`src/rtl/rob_pkg.sv`:
```
package rob_pkg;

  typedef enum logic [1:0] {
    RK_IDLE        = 2'd0,
    RK_RETIRE      = 2'd1,
    RK_FLUSH_BR    = 2'd2,
    RK_FLUSH_FAULT = 2'd3
  } retire_kind_e;

  // Decide what the head slot does this cycle; fault outranks mispredict.
  function automatic retire_kind_e classify_head(input logic live, input logic done,
                                                 input logic is_br, input logic mis,
                                                 input logic fault);
    if (!(live && done)) return RK_IDLE;
    if (fault)           return RK_FLUSH_FAULT;
    if (is_br && mis)    return RK_FLUSH_BR;
    return RK_RETIRE;
  endfunction

  // Wrap-bit pointer comparisons.
  function automatic logic ptrs_full(input logic [31:0] h, input logic [31:0] t, input int idx_w);
    logic [31:0] mask;
    mask = (32'd1 << idx_w) - 32'd1;
    return ((h & mask) == (t & mask)) && (h[idx_w] != t[idx_w]);
  endfunction

endpackage

```
`src/rtl/rob_ptr_ctrl.sv`:
```
module rob_ptr_ctrl #(
  parameter int IDX_W = 4
) (
  input  logic             clk,
  input  logic             rst_n,
  input  logic             adv_head,
  input  logic             adv_tail,
  input  logic             flush,
  output logic [IDX_W-1:0] head_idx,
  output logic [IDX_W-1:0] tail_idx,
  output logic [IDX_W:0]   tail_ptr,
  output logic             full,
  output logic             empty
);
  import rob_pkg::*;
  localparam int PTR_W = IDX_W + 1;

  logic [PTR_W-1:0] head_q, tail_q, head_inc, tail_inc;

  assign head_inc = head_q + PTR_W'(1);
  assign tail_inc = tail_q + PTR_W'(1);

  always_ff @(posedge clk) begin
    if (!rst_n) begin
      head_q <= '0;
      tail_q <= '0;
    end else begin
      if (adv_head) head_q <= head_inc;
      if (flush)         tail_q <= head_inc;
      else if (adv_tail) tail_q <= tail_inc;
    end
  end

  assign head_idx = head_q[IDX_W-1:0];
  assign tail_idx = tail_q[IDX_W-1:0];
  assign tail_ptr = tail_q;
  assign empty    = (head_q == tail_q);
  assign full     = ptrs_full(32'(head_q), 32'(tail_q), IDX_W);

endmodule

```
`src/rtl/rob_entry_store.sv`:
```
module rob_entry_store #(
  parameter int DEPTH  = 16,
  parameter int IDX_W  = 4,
  parameter int PREG_W = 7
) (
  input  logic              clk,
  input  logic              rst_n,
  input  logic              wr_en,
  input  logic [IDX_W-1:0]  wr_idx,
  input  logic              wr_old_vld,
  input  logic [PREG_W-1:0] wr_old_preg,
  input  logic              wr_is_br,
  input  logic              cmp_en,
  input  logic [IDX_W-1:0]  cmp_idx,
  input  logic              cmp_mis,
  input  logic              cmp_fault,
  input  logic              ret_en,
  input  logic              flush_all,
  input  logic [IDX_W-1:0]  rd_idx,
  output logic              rd_live,
  output logic              rd_done,
  output logic              rd_is_br,
  output logic              rd_mis,
  output logic              rd_fault,
  output logic              rd_old_vld,
  output logic [PREG_W-1:0] rd_old_preg
);
  logic              live_q  [DEPTH];
  logic              done_q  [DEPTH];
  logic              br_q    [DEPTH];
  logic              mis_q   [DEPTH];
  logic              fault_q [DEPTH];
  logic              ovld_q  [DEPTH];
  logic [PREG_W-1:0] opreg_q [DEPTH];

  for (genvar g = 0; g < DEPTH; g++) begin : g_slot
    logic hit_wr, hit_cmp, hit_ret;
    assign hit_wr  = wr_en  && (wr_idx  == IDX_W'(g));
    assign hit_cmp = cmp_en && (cmp_idx == IDX_W'(g)) && live_q[g];
    assign hit_ret = ret_en && (rd_idx  == IDX_W'(g));

    always_ff @(posedge clk) begin
      if (!rst_n) begin
        live_q[g]  <= 1'b0;
        done_q[g]  <= 1'b0;
        br_q[g]    <= 1'b0;
        mis_q[g]   <= 1'b0;
        fault_q[g] <= 1'b0;
        ovld_q[g]  <= 1'b0;
        opreg_q[g] <= '0;
      end else begin
        if (flush_all)    live_q[g] <= 1'b0;
        else if (hit_ret) live_q[g] <= 1'b0;
        else if (hit_wr)  live_q[g] <= 1'b1;

        if (hit_wr) begin
          done_q[g]  <= 1'b0;
          mis_q[g]   <= 1'b0;
          fault_q[g] <= 1'b0;
          br_q[g]    <= wr_is_br;
          ovld_q[g]  <= wr_old_vld;
          opreg_q[g] <= wr_old_preg;
        end else if (hit_cmp) begin
          done_q[g]  <= 1'b1;
          mis_q[g]   <= cmp_mis;
          fault_q[g] <= cmp_fault;
        end
      end
    end
  end

  assign rd_live     = live_q[rd_idx];
  assign rd_done     = done_q[rd_idx];
  assign rd_is_br    = br_q[rd_idx];
  assign rd_mis      = mis_q[rd_idx];
  assign rd_fault    = fault_q[rd_idx];
  assign rd_old_vld  = ovld_q[rd_idx];
  assign rd_old_preg = opreg_q[rd_idx];

endmodule

```
`src/rtl/rob_retire_ctrl.sv`:
```
module rob_retire_ctrl (
  input  logic head_live,
  input  logic head_done,
  input  logic head_is_br,
  input  logic head_mis,
  input  logic head_fault,
  input  logic head_old_vld,
  input  logic buf_full,
  input  logic disp_valid,
  output logic commit,
  output logic flush,
  output logic flush_fault,
  output logic free_en,
  output logic disp_ready,
  output logic disp_accept
);
  import rob_pkg::*;

  retire_kind_e kind;

  always_comb begin
    kind        = classify_head(head_live, head_done, head_is_br, head_mis, head_fault);
    commit      = (kind != RK_IDLE);
    flush       = (kind == RK_FLUSH_BR) || (kind == RK_FLUSH_FAULT);
    flush_fault = (kind == RK_FLUSH_FAULT);
    free_en     = commit && !flush_fault && head_old_vld;
    disp_ready  = !buf_full && !flush;
    disp_accept = disp_ready && disp_valid;
  end

endmodule

```
`src/rtl/rob_commit_unit.sv`:
```
module rob_commit_unit #(
  parameter int DEPTH  = 16,
  parameter int PREG_W = 7
) (
  input  logic                     clk,
  input  logic                     rst_n,
  input  logic                     disp_valid,
  input  logic                     disp_old_vld,
  input  logic [PREG_W-1:0]        disp_old_preg,
  input  logic                     disp_is_branch,
  output logic                     disp_ready,
  output logic [$clog2(DEPTH)-1:0] disp_index,
  input  logic                     cmp_valid,
  input  logic [$clog2(DEPTH)-1:0] cmp_index,
  input  logic                     cmp_mispredict,
  input  logic                     cmp_fault,
  output logic                     commit_valid,
  output logic [$clog2(DEPTH)-1:0] commit_index,
  output logic                     free_valid,
  output logic [PREG_W-1:0]        free_preg,
  output logic                     squash_valid,
  output logic                     squash_fault,
  output logic                     rob_empty
);
  localparam int IDX_W = $clog2(DEPTH);

  // Named internal events, also observed by the bound checker.
  logic [IDX_W-1:0] head_idx, tail_idx;
  logic [IDX_W:0]   tail_ptr;
  logic             rob_full;
  logic             head_live, head_done, head_br, head_mis, head_flt, head_ovld;
  logic             do_commit, do_flush, do_flush_fault, do_free, do_accept, can_disp;

  rob_ptr_ctrl #(.IDX_W(IDX_W)) u_ptr (
    .clk      (clk),
    .rst_n    (rst_n),
    .adv_head (do_commit),
    .adv_tail (do_accept),
    .flush    (do_flush),
    .head_idx (head_idx),
    .tail_idx (tail_idx),
    .tail_ptr (tail_ptr),
    .full     (rob_full),
    .empty    (rob_empty)
  );

  rob_entry_store #(.DEPTH(DEPTH), .IDX_W(IDX_W), .PREG_W(PREG_W)) u_store (
    .clk         (clk),
    .rst_n       (rst_n),
    .wr_en       (do_accept),
    .wr_idx      (tail_idx),
    .wr_old_vld  (disp_old_vld),
    .wr_old_preg (disp_old_preg),
    .wr_is_br    (disp_is_branch),
    .cmp_en      (cmp_valid),
    .cmp_idx     (cmp_index),
    .cmp_mis     (cmp_mispredict),
    .cmp_fault   (cmp_fault),
    .ret_en      (do_commit),
    .flush_all   (do_flush),
    .rd_idx      (head_idx),
    .rd_live     (head_live),
    .rd_done     (head_done),
    .rd_is_br    (head_br),
    .rd_mis      (head_mis),
    .rd_fault    (head_flt),
    .rd_old_vld  (head_ovld),
    .rd_old_preg (free_preg)
  );

  rob_retire_ctrl u_ret (
    .head_live    (head_live),
    .head_done    (head_done),
    .head_is_br   (head_br),
    .head_mis     (head_mis),
    .head_fault   (head_flt),
    .head_old_vld (head_ovld),
    .buf_full     (rob_full),
    .disp_valid   (disp_valid),
    .commit       (do_commit),
    .flush        (do_flush),
    .flush_fault  (do_flush_fault),
    .free_en      (do_free),
    .disp_ready   (can_disp),
    .disp_accept  (do_accept)
  );

  assign disp_ready   = can_disp;
  assign disp_index   = tail_idx;
  assign commit_valid = do_commit;
  assign commit_index = head_idx;
  assign free_valid   = do_free;
  assign squash_valid = do_flush;
  assign squash_fault = do_flush_fault;

endmodule

```
`config.mk`:
```
export PLATFORM = sky130hd
export DESIGN_NAME = rob_commit_unit
export DESIGN_NICKNAME = d
export VERILOG_FILES = /design/src/rtl/rob_pkg.sv /design/src/rtl/rob_ptr_ctrl.sv /design/src/rtl/rob_entry_store.sv /design/src/rtl/rob_retire_ctrl.sv /design/src/rtl/rob_commit_unit.sv
export SDC_FILE = /design/constraint.sdc
export NUM_CORES = 1
export LEC_CHECK = 0
export ABC_AREA = 0
export ABC_CLOCK_PERIOD_IN_PS = 4600
export BUFFER_PORTS_ARGS = -buffer_cell sky130_fd_sc_hd__buf_4
export CORE_ASPECT_RATIO = 0.9
export CORE_MARGIN = 2
export CORE_UTILIZATION = 32
export CTS_BUF_LIST = sky130_fd_sc_hd__clkbuf_4
export DETAILED_ROUTE_END_ITERATION = 6
export GPL_TIMING_DRIVEN = 0
export SYNTH_ARGS = -nofsm -noshare
export SYNTH_HDL_FRONTEND = slang
export SYNTH_SLANG_ARGS = --single-unit
```
`constraint.sdc`:
```
create_clock -name clk -period 4.6 [get_ports clk]
set_input_delay 0.92 -clock clk [delete_from_list [all_inputs] [get_ports clk]]
set_output_delay 0.92 -clock clk [all_outputs]
set_load 0.01 [all_outputs]
```
# == Yosys cells after proc, flatten, opt, wreduce, memory -nomap -nowiden ==
# Memory sizes are Yosys's and may differ from the RTL's. A register that Yosys moved wholly into a read port is not among the register bits.
# Index checks and enable logic that the tools add are counted.
# W data, S select, Z words.
# word_totals
n_memories,7
out_inout_bits,21
wordCells,796
regBits,10
inputBits,19
ramBits,208
# op_classes
bitwise_logic,192
reduce_logical,80
mux,463
add_sub_neg,2
n_eq_ne,50
# memory_table
memory,depth,word_bits,read_ports,rd_clocked_by_memory_dff,write_ports,line_no,text
u_store.opreg_q,16,7,1,1,16,rob_entry_store.sv:34,logic [PREG_W-1:0] opreg_q [DEPTH];
u_store.br_q,16,1,1,1,16,rob_entry_store.sv:30,logic br_q [DEPTH];
u_store.done_q,16,1,1,1,16,rob_entry_store.sv:29,logic done_q [DEPTH];
u_store.fault_q,16,1,1,1,16,rob_entry_store.sv:32,logic fault_q [DEPTH];
u_store.live_q,16,1,17,1,16,rob_entry_store.sv:28,logic live_q [DEPTH];
u_store.mis_q,16,1,1,1,16,rob_entry_store.sv:31,logic mis_q [DEPTH];
+1 memories,--,--,--,--,--,--,
# ops
op,count
$mux W1,425
$or A1 B1 Y1,192
$mux W7,16
$eq A4 B4 Y1 const B,24
$logic_and A1 B1 Y1,71
$mux W4,14
$eq A4 B3 Y1 const B,12
$eq A4 B2 Y1 const B,6
$eq A4 B1 Y1 const B,3
$logic_not A4 Y1,3
$mux W2,6
$add A5 B1 Y5 const B,2
$mux W5,2
$eq A5 B5 Y1,1
$eq A2 B2 Y1 const B,2
$eq A4 B4 Y1,1
$reduce_bool A2 Y1,2
$logic_not A1 Y1,3
$logic_or A1 B1 Y1,1
$ne A1 B1 Y1,1

# == Depth between registers and ports, before layout ==
# Gate-level depths: netlist (run 1).
# depth
ltp_word,19
ltp_mapped,15

# == Hierarchy ==
# A second synthesis (run 1) with hierarchy kept.
# hier_totals
cells_unflattened,829
area_unflattened_um2,10896.7
# modules_own_cells
mod,cells_each,seq_area_each_um2,n_inst,area_per_inst_um2
rob_entry_store,742,6185.9,1,10132.2
rob_ptr_ctrl,72,200.2,1,650.6
rob_retire_ctrl,15,0.0,1,113.9

# == Least setup slack after synthesis (run 1) ==
# Ideal clock, no wire load.
# synth_timing
kind,register -> register
start,reg with a tool-made name
end,"mem u_store.done_q[5], enable pin"
n_path_buf,3
synth_period_minus_slack_ns,3.866
stages_incl_launch_ff,13
required_time_ns,4.295
t_arrival_ns,3.561
setup_time_ns,0.305
setup_slack_ns,0.734
cell_sequence,dfxtp_1 > buf_6 > buf_2 > mux4_2 > mux2i_1 > o21ba_1 > ha_1 > nor2_1 > and2_1 > clkbuf_1 > o211ai_2 > o21ai_0 > nand2b_1
# synth_rtl
element,line_no
end: declaration,rob_entry_store.sv:29

==> results.cfg, run 1 <==
[synth]
ys_ff_latch = 222
yosys.area_share.simple = 0.169
synth_flop_cell = edfxtp_1
synth_xor_xnor_area_share = 0.0129
synth_top_family_by_area = simple AND/OR/NAND/NOR gates
yosys.area_share.adder = 0.0130
syn_avg_cell_area_um2 = 12.4
syn-cell-area_um2 = 10600
synth_cell_types = 49
yosys.area.top_type = edfxtp_1
synthesis.nets = 884
synth.area.mux_share = 0.111
synth.top_cell.area_share = 0.572
ys_warn_count = 0
synth.yosys.seq_area_share = 0.610
syn_inst = 854
synthArstFlopShare = 0
synth-compound-area-share = 0.0486
synth_enable_flop_cells = 202
synthTopCellsByArea = edfxtp_1 (57%), mux4_2 (10%), nor2_1 (6.8%), dfxtp_1 (3.8%), nand3_1 (2.5%)

[pwr]
power_density_nw_per_um2 = 391
pwr-share-clk = 0.312
peakVddDrop_uv = 203
report.power.total_mw = 4.78
combPwrFrac = 0.192
p_switching_mw = 1.40
p_int_mw = 3.38
seq_power_share = 0.496
swShare = 0.293
p_leak_nw = 4.18

[routing]
vias = 7682
finalWirelength_um = 31400
remaining_drc_errors = 0
ant_nets = 0
via_per_inst = 5.44
dr.pass1.iters = 5
wl_per_cell_um = 22.2
drtIter0Drc = 1004

[global_route]
grt_usage = 0.185
first_global_vias = 7786
grt_overflow = 0
grt_antenna_before_repair = 1
grt_pass1_wl_um = 47400
grt_start_max_net_pins = 16

[worst_setup_path]
cpPeakStageDelay_ps = 490
cp_slowest_cell = mux4_2
path_cells = clkbuf_4 > o21ai_0 > mux4_2 > mux2i_1 > o21ba_1 > ha_2 > nor2_4 > buf_4 > inv_1 > nor2_1 > buf_4
critPathKind = reg2out
arrival_ps = 3530
crit_top_cell = buf_4
cp_max_fo = 10
critical_path.startpoint_type = flip-flop
required_ps = 3680
endpoint_kind = primary output

[timing]
period_share = 0.968
fmax_mhz = 225
setup_ws_ps = 146
worstMarginPinSlew_ps = 955
slew_viol_final = 0
fin_crit_ps = 4450
final.setup.tns_ps = 0
hold_viol = 0
max_slew_margin = 0.361
skew_ps = 57.4
setup_viol = 0

[hold_path]
min_path_type = reg2reg

[floorplanning]
die_x_um = 196
die-area_um2 = 34600
rows = 63
fp.coreArea_um2 = 32800
start_util = 0.323
die_y_um = 177
ios = 40

[clocking]
cts_buffer_depth = 3
clk_latency_ps = 700
cts_made_buffers = 54
cts_tree = built
clk_root_buffer_cell = clkbuf_4
htreeDepth = 2
clkTransAtPathRegs_ps = 70
clock_sinks = 222

[final_layout]
layout_commonest_cell = edfxtp_1
fin_nets = 988
area_growth_pct = 15.4
drive_above_1_share = 0.241
final_cell_mix = edfxtp_1 (202), nor2_1 (191), clkbuf_4 (73)
n_fill_cell = 3256

[placement]
io_buffers = 38
gp_congestion = 0.926
place_hpwl_um = 22000
place_ws_ps = -759

[run]
drv_cap = 0

[status]
outcome = finished clean
power by group through the flow:
| stage | Combinational, mW | Clock [mW] | Sequential (mW) |
|---|---|---|---|
| 2_1_floorplan | 0.540 | 0 | 2.40 |
| 3_3_place_gp | 0.858 | 0 | 2.42 |
| 3_5_place_dp | 0.870 | 0 | 2.42 |
| 4_1_cts | 0.913 | 1.52 | 2.37 |
| 5_1_grt | 0.973 | 1.62 | 2.38 |
| 6_report | 0.917 | 1.49 | 2.37 |
worst paths after layout:
| kind | from | end | slack, ps | cells past startpoint |
|---|---|---|---|---|
| max | flip-flop | disp_ready | 150 | 11 |
| min | u_store.done_q[8] | u_store.done_q[8] | 480 | 2 |
| max reg2reg | flip-flop | u_store.opreg_q[8][3] | 230 | 12 |
| min reg2reg | u_store.done_q[8] | u_store.done_q[8] | 480 | 2 |
per-stage QoR:
stage	utilization	hold slack, ps	instances	area, um^2
after floorplan	-	435	854	10600
after global placement	0.348	450	1314	11400
after detailed placement	0.350	462	1321	11500
after CTS	0.372	472	1412	12200
after global routing	0.373	505	1413	12200
final	0.373	477	1413	12200
what timing repair did:
action / in CTS / in global routing
resized for setup: 27 / 7
hold buffers: 0 / 0
pin swaps: 1 / 1
endpoints found under the setup margin: 101 / 22
buffers inserted: 4 / 0
per-layer routing:
metal / GRT usage / vias up / share of wire
met5: 0 / - / 0
met4: 0.0735 / 0 / 0.032
met3: 0.0452 / 78 / 0.093
met2: 0.296 / 434 / 0.47
met1: 0.242 / 3787 / 0.40
li1: - / 3383 / -
synthesized netlist by cell type (2+ instances only):
cell	instances
buf_4	11
buf_2	24
buf_6	2
o221ai_1	3
nor3_1	38
nor2_1	192
o21a_1	2
mux2i_1	8
o211ai_1	2
nand2_1	47
o211ai_2	3
buf_1	5
nand3_1	52
nor3b_1	2
or2_2	2
xnor2_1	5
and3b_1	3
a22oi_1	3
dfxtp_1	20
or3_1	10
xnor2_2	3
o21bai_1	7
o2111ai_1	4
and3_1	4
o21ai_1	7
nor4_1	8
nand3b_1	4
inv_1	8
and2_1	4
mux4_2	48
o21ai_0	29
a21oi_1	6
clkbuf_1	28
nor2b_1	6
ha_1	11
edfxtp_1	202
xor2_1	5
a31o_2	3
a31oi_1	3
nand2b_1	16
nand4_1	6
registers in the layout, summed over array words and instances, names as in the netlist, named ones only:
signal           count
u_store.br_q        16
u_ptr.head_q         5
u_store.live_q      16
u_store.mis_q       16
u_store.opreg_q    112
u_ptr.tail_ptr       5
u_store.ovld_q      16
u_store.fault_q     16
u_store.done_q      16
area by class of cell:
cell class,instances,area (um^2),share of cell area
antenna,1,2.50,0.000205
buffer,69,383,0.0313
clock buffer,69,518,0.0424
clock inverter,19,83.8,0.00685
inverter,8,30.0,0.00246
multi-input combinational,554,3830,0.313
sequential,222,6470,0.529
tap,422,528,0.0432
timing repair buffer,49,392,0.0320
logic make-up (layout without fill, tap and decap cells):
logic type	after synthesis	count (layout)
compound gates	78	78
xor+xnor	13	13
fa+ha+maj	11	11
buf+inv	78	214
flops	222	222
mux	57	57
other cells	0	1
simple gates	395	395
critical path: cells and delay by family, from the launching register on:
family | cells | cell delay (ps)
compound gates | 2 | 380
fa+ha+maj | 1 | 230
buf+inv | 4 | 720
flops | 1 | 480
mux | 2 | 760
simple gates | 2 | 290
No activity file was read; power rests on OpenSTA's default activity.
==> run 2: changes to the inputs <==
--- a/config.mk
+++ b/config.mk
@@ -9,7 +9,7 @@
 export ABC_CLOCK_PERIOD_IN_PS = 4600
 export BUFFER_PORTS_ARGS = -buffer_cell sky130_fd_sc_hd__buf_4
 export CORE_ASPECT_RATIO = 0.9
-export CORE_MARGIN = 2
+export CORE_MARGIN = 1
 export CORE_UTILIZATION = 32
 export CTS_BUF_LIST = sky130_fd_sc_hd__clkbuf_4
 export DETAILED_ROUTE_END_ITERATION = 6
==> results.cfg, run 2 (synthesis gave the netlist of run 1 again) <==
[floorplanning]
start_util = 0.328
rows = 62
die_x_um = 194
ios = 40
die_y_um = 175
fp.coreArea_um2 = 32300
die-area_um2 = 33900

[global_route]
grt_pass1_wl_um = 46700
grt_usage = 0.186
grt_start_max_net_pins = 15
grt_overflow = 0
grt_antenna_before_repair = 1
first_global_vias = 7606

[final_layout]
drive_above_1_share = 0.253
largest_reg_flops = 112
area_growth_pct = 15.8
layout_commonest_cell = edfxtp_1
fin_nets = 989
largest-register = u_store.opreg_q
fin_cells = 1420
final_cell_mix = edfxtp_1 (202), nor2_1 (191), clkbuf_4 (88)

[pwr]
seq_power_share = 0.481
combPwrFrac = 0.181
p_leak_nw = 4.23
power_density_nw_per_um2 = 402
p_switching_mw = 1.43
pwr-share-clk = 0.338
swShare = 0.290
report.power.total_mw = 4.94
peakVddDrop_uv = 165
p_int_mw = 3.51

[worst_setup_path]
r2r_end = u_store.mis_q[0]
endpoint_kind = primary output
arrival_ps = 3500
required_ps = 3680
rrSetupSlack_ps = 260
r2r_cells = 12
critPathKind = reg2out
cp_max_fo = 10
critical_path.startpoint_type = flip-flop

[clocking]
clk_latency_ps = 720
cts_buffer_depth = 3
cts_made_buffers = 57
clk_root_buffer_cell = clkbuf_4
clock_sinks = 222
htreeDepth = 2
cts_tree = built
clkTransAtPathRegs_ps = 60

[timing]
hold_viol = 0
final.setup.tns_ps = 0
max_slew_margin = 0.417
period_share = 0.960
skew_ps = 51.5
worstMarginPinSlew_ps = 871
fin_crit_ps = 4420
setup_viol = 0
setup_ws_ps = 184
fmax_mhz = 226
slew_viol_final = 0
hold_ws_ps = 464
rsz0062_at_grt = false

[status]
outcome = finished clean

[placement]
place_ws_ps = -726
place_inst = 1315
io_buffers = 38
place_hpwl_um = 21900
gp_congestion = 0.890

[routing]
drtIter0Drc = 770
wl_per_cell_um = 22.0
via_per_inst = 5.41
remaining_drc_errors = 0
finalWirelength_um = 31300
dr.pass1.iters = 5
ant_nets = 0
vias = 7683

[hold_path]
min_path_cells = 2
holdPathEnd = u_store.br_q[8]
min_from = u_store.br_q[8]
min_path_type = reg2reg

[run]
drv_cap = 0
run 2: through the flow:
| step | utilization | instance area, um^2 |
|---|---|---|
| after detailed placement | 0.355 | 11500 |
| final | 0.380 | 12300 |
| after global routing | 0.380 | 12300 |
| after floorplan | - | 10600 |
| after CTS | 0.380 | 12300 |
| after global placement | 0.353 | 11400 |
run 2: power by group through the flow:
stage                     clock, mW  combinational, mW  sequential (mW)
after floorplan                   0              0.540             2.40
after global placement            0              0.858             2.42
after detailed placement          0              0.871             2.42
after CTS                      1.69              0.891             2.37
after global routing           1.78              0.946             2.39
final                          1.67              0.894             2.37
run 2: layer usage:
layer	global-route usage	vias up	wire length (um)
met5	0	-	0
met3	0.0347	71	2670
li1	-	3414	-
met2	0.306	397	14900
met1	0.243	3801	12700
met4	0.0724	0	954
run 2: worst max-delay path, cell delays in order (launching register included):
cell	delay [ps]
dfxtp_1	450
clkbuf_2	330
o21ai_0	190
mux4_2	470
mux2i_1	270
o21ba_1	210
ha_2	190
nor2_4	170
clkbuf_4	220
inv_2	70
nor2_1	100
buf_4	120
run 2: layout make-up:
| cell class | instances | area (um^2) |
|---|---|---|
| fill | 3179 | 20000 |
| sequential | 222 | 6470 |
| multi-input combinational | 554 | 3810 |
| clock buffer | 85 | 638 |
| tap | 416 | 520 |
| buffer | 69 | 369 |
| timing repair buffer | 47 | 364 |
| clock inverter | 18 | 73.8 |
| inverter | 8 | 30.0 |
| antenna | 1 | 2.50 |
run 2: how the worst max path moves through the flow:
stage | from | slack, ps | end | cells after the start
after global placement | flip-flop | -1050 | u_store.mis_q[5] | 13
final | flip-flop | 180 | disp_ready | 11
after detailed placement | flip-flop | -730 | u_store.fault_q[3] | 14
after CTS | flip-flop | 30 | disp_ready | 13
after global routing | flip-flop | 10 | disp_ready | 13
after floorplan | flip-flop | 730 | u_store.done_q[5] | 12
run 2: timing repair:
item	4_1_cts	5_1_grt
gates resized for setup	22	4
pin swaps	1	1
setup buffers	1	1
hold buffers	0	0
endpoints found under the hold margin	0	0
endpoints found under the setup margin	98	9
